$ cat src/rtl/dbg_ack_pkg.sv
package dbg_ack_pkg;
  typedef enum logic [1:0] {
    PH_IDLE = 2'd0,
    PH_LOW  = 2'd1,
    PH_HIGH = 2'd2
  } ack_phase_e;
endpackage

$ cat src/rtl/ack_request.sv
// Enable flag and completion tracking; emits a one-cycle pulse request.
module ack_request (
  input  logic clk,
  input  logic rst_n,
  input  logic on_cmd,
  input  logic off_cmd,
  input  logic rd_done,
  input  logic wr_rcvd,
  input  logic wr_bus,
  output logic req,
  output logic cancel
);
  logic en_q, rx_seen_q, bus_seen_q, wr_complete;

  assign wr_complete = (wr_rcvd | rx_seen_q) & (wr_bus | bus_seen_q);
  // disable wins over everything in the same cycle
  assign req    = ~off_cmd & (on_cmd | (en_q & (rd_done | wr_complete)));
  assign cancel = off_cmd;

  always_ff @(posedge clk or negedge rst_n) begin
    if (!rst_n) begin
      en_q       <= 1'b0;
      rx_seen_q  <= 1'b0;
      bus_seen_q <= 1'b0;
    end else begin
      if (off_cmd)     en_q <= 1'b0;
      else if (on_cmd) en_q <= 1'b1;

      if (off_cmd || wr_complete) begin
        rx_seen_q  <= 1'b0;
        bus_seen_q <= 1'b0;
      end else begin
        rx_seen_q  <= rx_seen_q | wr_rcvd;
        bus_seen_q <= bus_seen_q | wr_bus;
      end
    end
  end
endmodule

$ cat src/rtl/ack_pulse_gen.sv
// Low phase, speedup phase, single pending slot.
module ack_pulse_gen
  import dbg_ack_pkg::*;
#(
  parameter int LOW_CYCLES  = 16,
  parameter int HIGH_CYCLES = 1
) (
  input  logic clk,
  input  logic rst_n,
  input  logic req,
  input  logic cancel,
  output logic drv_low,
  output logic drv_high
);
  localparam int MAXC = (LOW_CYCLES > HIGH_CYCLES) ? LOW_CYCLES : HIGH_CYCLES;
  localparam int CW   = $clog2(MAXC + 1);
  localparam logic [CW-1:0] LOW_LAST  = CW'(LOW_CYCLES - 1);
  localparam logic [CW-1:0] HIGH_LAST = CW'(HIGH_CYCLES - 1);

  ack_phase_e    phase_q;
  logic [CW-1:0] cnt_q;
  logic          pend_q;

  always_ff @(posedge clk or negedge rst_n) begin
    if (!rst_n) begin
      phase_q <= PH_IDLE;
      cnt_q   <= '0;
      pend_q  <= 1'b0;
    end else begin
      unique case (phase_q)
        PH_IDLE: begin
          pend_q <= 1'b0;
          if (req) begin
            phase_q <= PH_LOW;
            cnt_q   <= '0;
          end
        end
        PH_LOW: begin
          pend_q <= cancel ? 1'b0 : (pend_q | req);
          if (cnt_q == LOW_LAST) begin
            phase_q <= PH_HIGH;
            cnt_q   <= '0;
          end else begin
            cnt_q <= cnt_q + 1'b1;
          end
        end
        PH_HIGH: begin
          if (cnt_q == HIGH_LAST) begin
            cnt_q  <= '0;
            pend_q <= 1'b0;
            if (req || (pend_q && !cancel)) phase_q <= PH_LOW;
            else                            phase_q <= PH_IDLE;
          end else begin
            cnt_q  <= cnt_q + 1'b1;
            pend_q <= cancel ? 1'b0 : (pend_q | req);
          end
        end
        default: phase_q <= PH_IDLE;
      endcase
    end
  end

  assign drv_low  = (phase_q == PH_LOW);
  assign drv_high = (phase_q == PH_HIGH);
endmodule

$ cat src/rtl/sync_detect.sv
// Counts consecutive undriven low samples; strobes on the rising return.
module sync_detect #(
  parameter int SYNC_MIN = 128
) (
  input  logic clk,
  input  logic rst_n,
  input  logic wire_in,
  input  logic driving,
  output logic sync_seen
);
  localparam int SW = $clog2(SYNC_MIN + 1);
  localparam logic [SW-1:0] SYNC_SAT = SW'(SYNC_MIN);

  logic [SW-1:0] run_q;

  always_ff @(posedge clk or negedge rst_n) begin
    if (!rst_n) begin
      run_q     <= '0;
      sync_seen <= 1'b0;
    end else begin
      sync_seen <= 1'b0;
      if (driving) begin
        run_q <= '0;
      end else if (!wire_in) begin
        if (run_q != SYNC_SAT) run_q <= run_q + 1'b1;
      end else begin
        sync_seen <= (run_q == SYNC_SAT);
        run_q     <= '0;
      end
    end
  end
endmodule

$ cat src/rtl/dbg_ack_ctrl.sv
module dbg_ack_ctrl #(
  parameter int LOW_CYCLES  = 16,
  parameter int HIGH_CYCLES = 1,
  parameter int SYNC_MIN    = 128
) (
  input  logic clk,
  input  logic rst_n,
  input  logic ack_on_cmd,
  input  logic ack_off_cmd,
  input  logic rd_bus_done,
  input  logic wr_data_rcvd,
  input  logic wr_bus_done,
  input  logic wire_in,
  output logic drive_low,
  output logic drive_high,
  output logic sync_seen
);
  logic req, cancel;

  ack_request u_req (
    .clk     (clk),
    .rst_n   (rst_n),
    .on_cmd  (ack_on_cmd),
    .off_cmd (ack_off_cmd),
    .rd_done (rd_bus_done),
    .wr_rcvd (wr_data_rcvd),
    .wr_bus  (wr_bus_done),
    .req     (req),
    .cancel  (cancel)
  );

  ack_pulse_gen #(
    .LOW_CYCLES  (LOW_CYCLES),
    .HIGH_CYCLES (HIGH_CYCLES)
  ) u_pulse (
    .clk      (clk),
    .rst_n    (rst_n),
    .req      (req),
    .cancel   (cancel),
    .drv_low  (drive_low),
    .drv_high (drive_high)
  );

  sync_detect #(
    .SYNC_MIN (SYNC_MIN)
  ) u_sync (
    .clk       (clk),
    .rst_n     (rst_n),
    .wire_in   (wire_in),
    .driving   (drive_low | drive_high),
    .sync_seen (sync_seen)
  );
endmodule

$ cat config.mk
export PLATFORM = sky130hd
export DESIGN_NAME = dbg_ack_ctrl
export DESIGN_NICKNAME = d
export VERILOG_FILES = /design/src/rtl/dbg_ack_pkg.sv /design/src/rtl/ack_request.sv /design/src/rtl/ack_pulse_gen.sv /design/src/rtl/sync_detect.sv /design/src/rtl/dbg_ack_ctrl.sv
export SDC_FILE = /design/constraint.sdc
export NUM_CORES = 1
export LEC_CHECK = 0
export ABC_AREA = 1
export BUFFER_PORTS_ARGS = -buffer_cell sky130_fd_sc_hd__buf_2
export CELL_PAD_IN_SITES_DETAIL_PLACEMENT = 1
export CELL_PAD_IN_SITES_GLOBAL_PLACEMENT = 2
export CORE_UTILIZATION = 25
export CTS_BUF_LIST = sky130_fd_sc_hd__clkbuf_2 sky130_fd_sc_hd__clkbuf_4 sky130_fd_sc_hd__clkbuf_8
export CTS_CLUSTER_DIAMETER = 150
export DETAILED_ROUTE_END_ITERATION = 10
export PLACE_DENSITY = 0.67
export SETUP_SLACK_MARGIN = 0.05
export SLEW_MARGIN = 20
export SYNTH_ARGS = -nofsm -noshare
export SYNTH_HDL_FRONTEND = slang
export SYNTH_HIERARCHICAL = 1
export SYNTH_SLANG_ARGS = --single-unit
export TNS_END_PERCENT = 50
$ cat constraint.sdc
create_clock -name clk -period 1.4 [get_ports clk]
set_input_delay 0 -clock clk [delete_from_list [all_inputs] [get_ports clk]]
set_output_delay 0 -clock clk [all_outputs]
set_load 0.05 [all_outputs]
# Word-level counts from Yosys, hierarchy flattened
# Index checks and enable logic that the tools add are counted.
[totals]
in_bits = 8
output_inout_bits = 3
reg_bits = 20
wordCells = 60
[op_classes]
n_reduce_logical = 11
eq_ne = 8
addsub = 2
muxes = 21
n_bitwise = 10
[op_table]
columns = ["cell", "n"]
rows = [
  ["two-way mux 8 bit", 3],
  ["two-way mux 5 bit", 3],
  ["case mux 5 bit (3 select lines)", 1],
  ["two-way mux 1 bit", 9],
  ["adder 8 x 1 -> 8 bit, second input constant", 1],
  ["equality test 8 bit, second input constant", 1],
  ["inequality test 8 bit, second input constant", 1],
  ["two-way mux 2 bit", 3],
  ["inequality test 2 x 1 -> 1 bit, second input constant", 3],
  ["OR 1 bit", 6],
  ["case mux 2 bit (3 select lines)", 1],
  ["nonzero test 3 bit", 2],
  ["adder 5 x 1 -> 5 bit, second input constant", 1],
  ["equality test 5 x 4 -> 1 bit, second input constant", 1],
  ["zero test 5 bit", 1],
  ["bitwise AND 1 bit", 3],
  ["case mux 1 bit (3 select lines)", 1],
  ["AND reduction 3 bit", 1],
  ["equality test 2 x 1 -> 1 bit, second input constant", 1],
  ["equality test 2 bit, second input constant", 1],
  ["zero test 2 bit", 1],
  ["logical OR 1 bit", 2],
  ["AND reduction 2 bit", 1],
  ["nonzero test 2 bit", 1],
  ["3 further kinds", 3],
]

# Longest topological paths before layout
[depth]
ltp_word = 10
depth_mapped = 10
mapped_depth_nobuf = 10

# By module
# Netlist, hierarchy kept.
[modules_own_cells]
columns = ["module", "cells_each", "area_per_inst_um2", "n_inst", "seq_area_each_um2"]
rows = [
  ["ack_pulse_gen", 74, 594.3, 1, 200.2],
  ["sync_detect", 74, 534.3, 1, 225.2],
  ["ack_request", 20, 158.9, 1, 75.1],
  ["dbg_ack_ctrl", 3, 11.3, 1, 0.0],
]

# Worst setup path before layout
# No wires, ideal clock.
[synth_path]
kind = "register to register"
startpoint = "register u_pulse.phase_q[1]"
endpoint = "register u_pulse.cnt_q[1]"
n_path_buf = 0
setup_slack_ns = -0.240
t_arrival_ns = 1.557
path_stages_with_launch = 8
t_required_ns = 1.317
setup_time_ns = 0.083
synth_period_minus_slack_ns = 1.640
cell_sequence = "dfrtp_1 -> inv_1 -> ha_1 -> inv_1 -> or2_4 -> nand2_4 -> nand3_1 -> o21ai_0"
[synth_via]
elab_chain_cells = 3
elab_cells_between_ends = 7
cone_classes = "3 x eq/ne; 1 x mux; 3 x reduce/logical"
[synth_rtl]
columns = ["element", "line", "text"]
rows = [
  ["from (decl)", "ack_pulse_gen.sv:20", "ack_phase_e phase_q;"],
  ["from (signal assigned)", "ack_pulse_gen.sv:26", "phase_q <= PH_IDLE;"],
  ["from (signal assigned)", "ack_pulse_gen.sv:34", "phase_q <= PH_LOW;"],
  ["from (signal assigned)", "ack_pulse_gen.sv:41", "phase_q <= PH_HIGH;"],
  ["equality test 2 x 1 -> 1 bit *", "--", ""],
  ["net drive_low", "dbg_ack_ctrl.sv:14", "output logic drive_low,"],
  ["nonzero test 3 bit (no source line)", "--", ""],
  ["AND reduction 2 bit (no source line)", "--", ""],
  ["to (signal assigned)", "ack_pulse_gen.sv:44", "cnt_q <= cnt_q + 1'b1;"],
  ["to (signal assigned)", "ack_pulse_gen.sv:54", "cnt_q <= cnt_q + 1'b1;"],
  ["to (decl)", "ack_pulse_gen.sv:21", "logic [CW-1:0] cnt_q;"],
]
# Mark *: on every way through the listed nets, which the timed path passes. The rest lies on a longest branch.
# A chain may end at the register's enable or synchronous reset.

# Worst setup path after layout
[layout_path]
startpoint = "register u_pulse.cnt_q[1]"
endpoint = "register u_pulse.cnt_q[0]"
[layout_via]
elab_chain_cells = 3
elab_cells_between_ends = 5
cone_classes = "1 x eq/ne; 3 x mux; 1 x reduce/logical"
[layout_rtl]
columns = ["element", "line", "text"]
rows = [
  ["equality test 5 x 4 -> 1 bit or zero test 5 bit (tied branches)", "ack_pulse_gen.sv:40, ack_pulse_gen.sv:48", ""],
  ["two-way mux 5 bit, on equally long branches", "ack_pulse_gen.sv:40, ack_pulse_gen.sv:48", ""],
  ["case mux 5 bit (3 select lines) *", "ack_pulse_gen.sv:30", "unique case (phase_q)"],
]
# Every way passes the cells marked *; elsewhere a longest branch is shown, timed or not.

==> results.md <==
- The data arrival time of the worst path is ~1600 ps.
- 11 I/O pins were placed.
- Routability-driven placement finished with a final weighted congestion of ~0.75.
- Counting the fill cells in the layout gives between 500 and 600.
- The post-synthesis cell area is around 1300 um2.
- The number of antenna diodes in the final layout is 0.
- For the worst-skew pair, the clock arrives at the later sink with an insertion delay of ~260 ps.
- The final setup violation count is 6.
- The library cell appearing most often on the critical path is sky130_fd_sc_hd__ha_2.
- The path class of the tightest hold or removal check is in -> reg.
- The horizontal die dimension is between 70 and 80 um.
- Across all layers, the routed design uses 1140 vias.
- The clock transition at the register clock pins on the worst setup and hold paths after CTS is around 80 ps.
- The met2 demand-to-capacity share in global routing is 0.242.
- Once layout is complete, the utilization of the core stands at 0.348.
- The final count of pins violating max slew was 0.
- Leaving out fill and tap cells, the most frequent cells in the layout are 29 x sky130_fd_sc_hd__nand2_1, 28 x sky130_fd_sc_hd__inv_1, 19 x sky130_fd_sc_hd__nor2_1.
- The half-perimeter wire length of the detailed placement result is between 2000 and 2500 um.
- The placement row count is 25.
- The initial antenna violation count is 0.
- Once detail routing completed, the nets flagged for antenna violations numbered 0.
- For this run, the total global-route usage over all layers was measured as 0.129.
- The critical path contains buffers and inverters numbering 0 combined.
- The total routed wirelength is slightly above 3000 um.
- At the placement stage, the worst setup path has a slack of -59.4 ps.
- After detailed routing, the average wire length per cell comes to 11.6 um.
- The first global-routing pass estimated 5390 um of wire.
- For this run, the slowest stage of the critical path takes roughly 400 ps.
- The critical path in this run is classified as reg -> reg.
- The count of cell types in the netlist is 22.
- On the final layout, the worst clock skew is about 9.0 ps.
- The share of the synthesized area in the top cell type is 0.385.
- In this run, the number of DRC markers left after iteration 0 of detailed routing was 25.
- The synthesized design contains 20 register bits.
- The peak-usage layer in the global routing report is met2.
- CTS built an H-tree with a depth of 1.
- Yosys attributes the largest share of cell area to sky130_fd_sc_hd__dfrtp_1 39%, sky130_fd_sc_hd__inv_1 10%, sky130_fd_sc_hd__ha_1 9.6%.
- The die is 74.1 um tall.
- The type of destination of the critical path is a flip-flop.
- The via density per instance is between 4 and 5.
- The maximum clock frequency is 700 MHz.
- The clock tree from TritonCTS is yes.
- The total leakage power is roughly 0.83 nW.
- The cell family contributing the most delay on the critical path is simple AND/OR/NAND/NOR gates.
- The standard cell core area is 4850 um2.
- The via count of the first global-routing pass is between 1000 and 1500.
- The mean cell area of the mapped netlist is ~7.6 um2.
- The critical path goes through ha_2, nand2_2, nor2_2, ha_2, or2_4, nand2_4, nand3_2, o21ai_1.
- Adding up every negative setup slack in the final design gives -88.1 ps.
- At the end of the flow, the number of nets in the layout was approximately 220.
- The number of design rule violations left after detail routing is 0.
- Data on the critical path is required at its endpoint by between 1500 and 2000 ps.
- For this run, global-route usage on met3 was measured as 0.0285.
- The maximum fanout along the worst path is 4.
- In this run the clock root is driven by a sky130_fd_sc_hd__clkbuf_8.
- For this design the ratio of total power to cell area is between 1500 and 2000 nW/um2.
- The run finished, with violations left.
- The cell taking the most area after synthesis is sky130_fd_sc_hd__dfrtp_1.
- The final worst-path setup slack is -28.5 ps.
- Buffers inserted during clock tree synthesis total 3.
- The worst-path cell with the longest stage delay is sky130_fd_sc_hd__dfrtp_1.
- The worst-case headroom to the max-slew limit is 0.678.
- The number of warning messages in the yosys log is 6.
- The met1 capacity usage during global routing is 0.148.
- The total overflow reported by the global router is 0.
- The area enclosed by the die boundary is 5490 um2.
- The port buffer count is 10.
- The launching element type of the critical path is a flip-flop.
- At the pin with the least slew margin, the transition time is between 400 and 500 ps.
- The share of the clock period used by the worst path is 1.02.
- Setup repair after global routing could not meet its margin everywhere.
- The routed design could run at a clock period as short as roughly 1400 ps.
- The effective utilization at floorplan is 0.268.
- The peak ir drop on the vdd network is approximately 1.1 mV.
- The post-synthesis cell count is approximately 170.
- The power after layout is roughly 2.6 mW.
- The count of final hold-check violations came to 0.
- The pre-antenna-repair detailed-routing pass consisted of 4 iterations.
- Of the synthesized area, sequential elements account for 0.385.
- The number of nets handed over by synthesis was between 150 and 200.
- The max-cap check violation count is 0.
- In the final layout, the share of cells above drive strength 1 is 0.335.
- The clock sink count is 20.
- The checks that failed: negative setup slack.
- The area growth from synthesis to final layout is 29.8%.
- In this run the deepest clock path goes through 2 buffers.
- The most frequent standard cell in the layout excluding fill and tap cells is sky130_fd_sc_hd__nand2_1.
- The largest net degree at the start of global routing is 21.
- Hold timing on the final database bottoms out at a slack of 24.1 ps.
## layout make-up
type,instances,area (um2),share of cell area
Multi-Input combinational cell,114,718,0.426
Timing Repair Buffer,23,171,0.102
Sequential cell,20,503,0.298
Clock buffer,3,41.3,0.0245
Inverter,36,138,0.0817
Clock inverter,1,30.0,0.0178
Tap cell,67,83.8,0.0497
## worst paths after layout
| kind | slack (ps) | from | to | cells past startpoint |
|---|---|---|---|---|
| max | -30 | u_pulse/cnt_q[1]$_DFFE_PN0P_ | u_pulse/cnt_q[0]$_DFFE_PN0P_ | 8 |
| min | 20 | wire_in | u_sync/sync_seen$_DFF_PN0_ | 3 |
| max reg2reg | -30 | u_pulse/cnt_q[1]$_DFFE_PN0P_ | u_pulse/cnt_q[0]$_DFFE_PN0P_ | 8 |
| min reg2reg | 510 | u_pulse/cnt_q[3]$_DFFE_PN0P_ | u_pulse/cnt_q[3]$_DFFE_PN0P_ | 2 |
| max in group asynchronous | 790 | rst_n | u_pulse/phase_q[1]$_DFFE_PN0P_ | 2 |
| min in group asynchronous | 250 | rst_n | u_sync/sync_seen$_DFF_PN0_ | 2 |
## stage by stage
step | instances | area [um2]
after CTS | 261 | 1620
after global placement | 253 | 1510
after detailed placement | 253 | 1510
after global routing | 264 | 1690
final | 264 | 1690
after floorplan | 171 | 1330
## where the power goes
part	switching, mW	internal, mW	leakage [nW]
clock	0.205	0.382	0.0357
sequential	0.0856	0.655	0.269
combinational	0.792	0.509	0.523
total	1.08	1.55	0.828
## sequential cells by signal, indices dropped and copies added (netlist names)
| signal | flops |
|---|---|
| u_sync/sync_seen | 1 |
| u_pulse/cnt_q | 5 |
| u_req/bus_seen_q | 1 |
| u_req/rx_seen_q | 1 |
| u_sync/run_q | 8 |
| u_pulse/phase_q | 2 |
| u_pulse/pend_q | 1 |
| u_req/en_q | 1 |
## cells by family (layout without fill, tap and decap cells)
logic type / count (synthesis) / count (layout) / synth area share
AND/OR/NAND/NOR: 86 / 86 / 0.327
adder cells (fa/ha/maj): 10 / 10 / 0.0963
XOR/XNOR: 2 / 2 / 0.0135
AO/OA/AOI/OAI: 16 / 16 / 0.0684
buffers and inverters: 37 / 63 / 0.110
flip-flops: 20 / 20 / 0.385
## routing by layer
metal	vias to the layer above	share of wire
li1	573	-
met3	2	0.023
met4	0	0.0078
met5	-	0
met1	555	0.44
met2	10	0.53
## cells in the mapped netlist, drive strengths merged
library cell,count
nand2,39
inv,36
nor2,27
dfrtp,20
nand3,16
ha,10
a21oi,8
o21ai,7
or2,2
xor2,2
buf,1
nand4,1
nor3,1
o22ai,1
## repair_timing
item / in CTS / in global routing
resized for setup: 4 / 17
pin swaps: 2 / 6
endpoints found under the hold margin: 21 / 0
hold buffers: 2 / 0
setup buffers: 2 / 3
setup endpoints to repair: 7 / 16
## tightest hold or removal path, cell delays in order
cell and delay [ps]:
sky130_fd_sc_hd__buf_2 120, sky130_fd_sc_hd__inv_1 90, sky130_fd_sc_hd__nor3_2 50
Power figures use the tool's default switching activity.
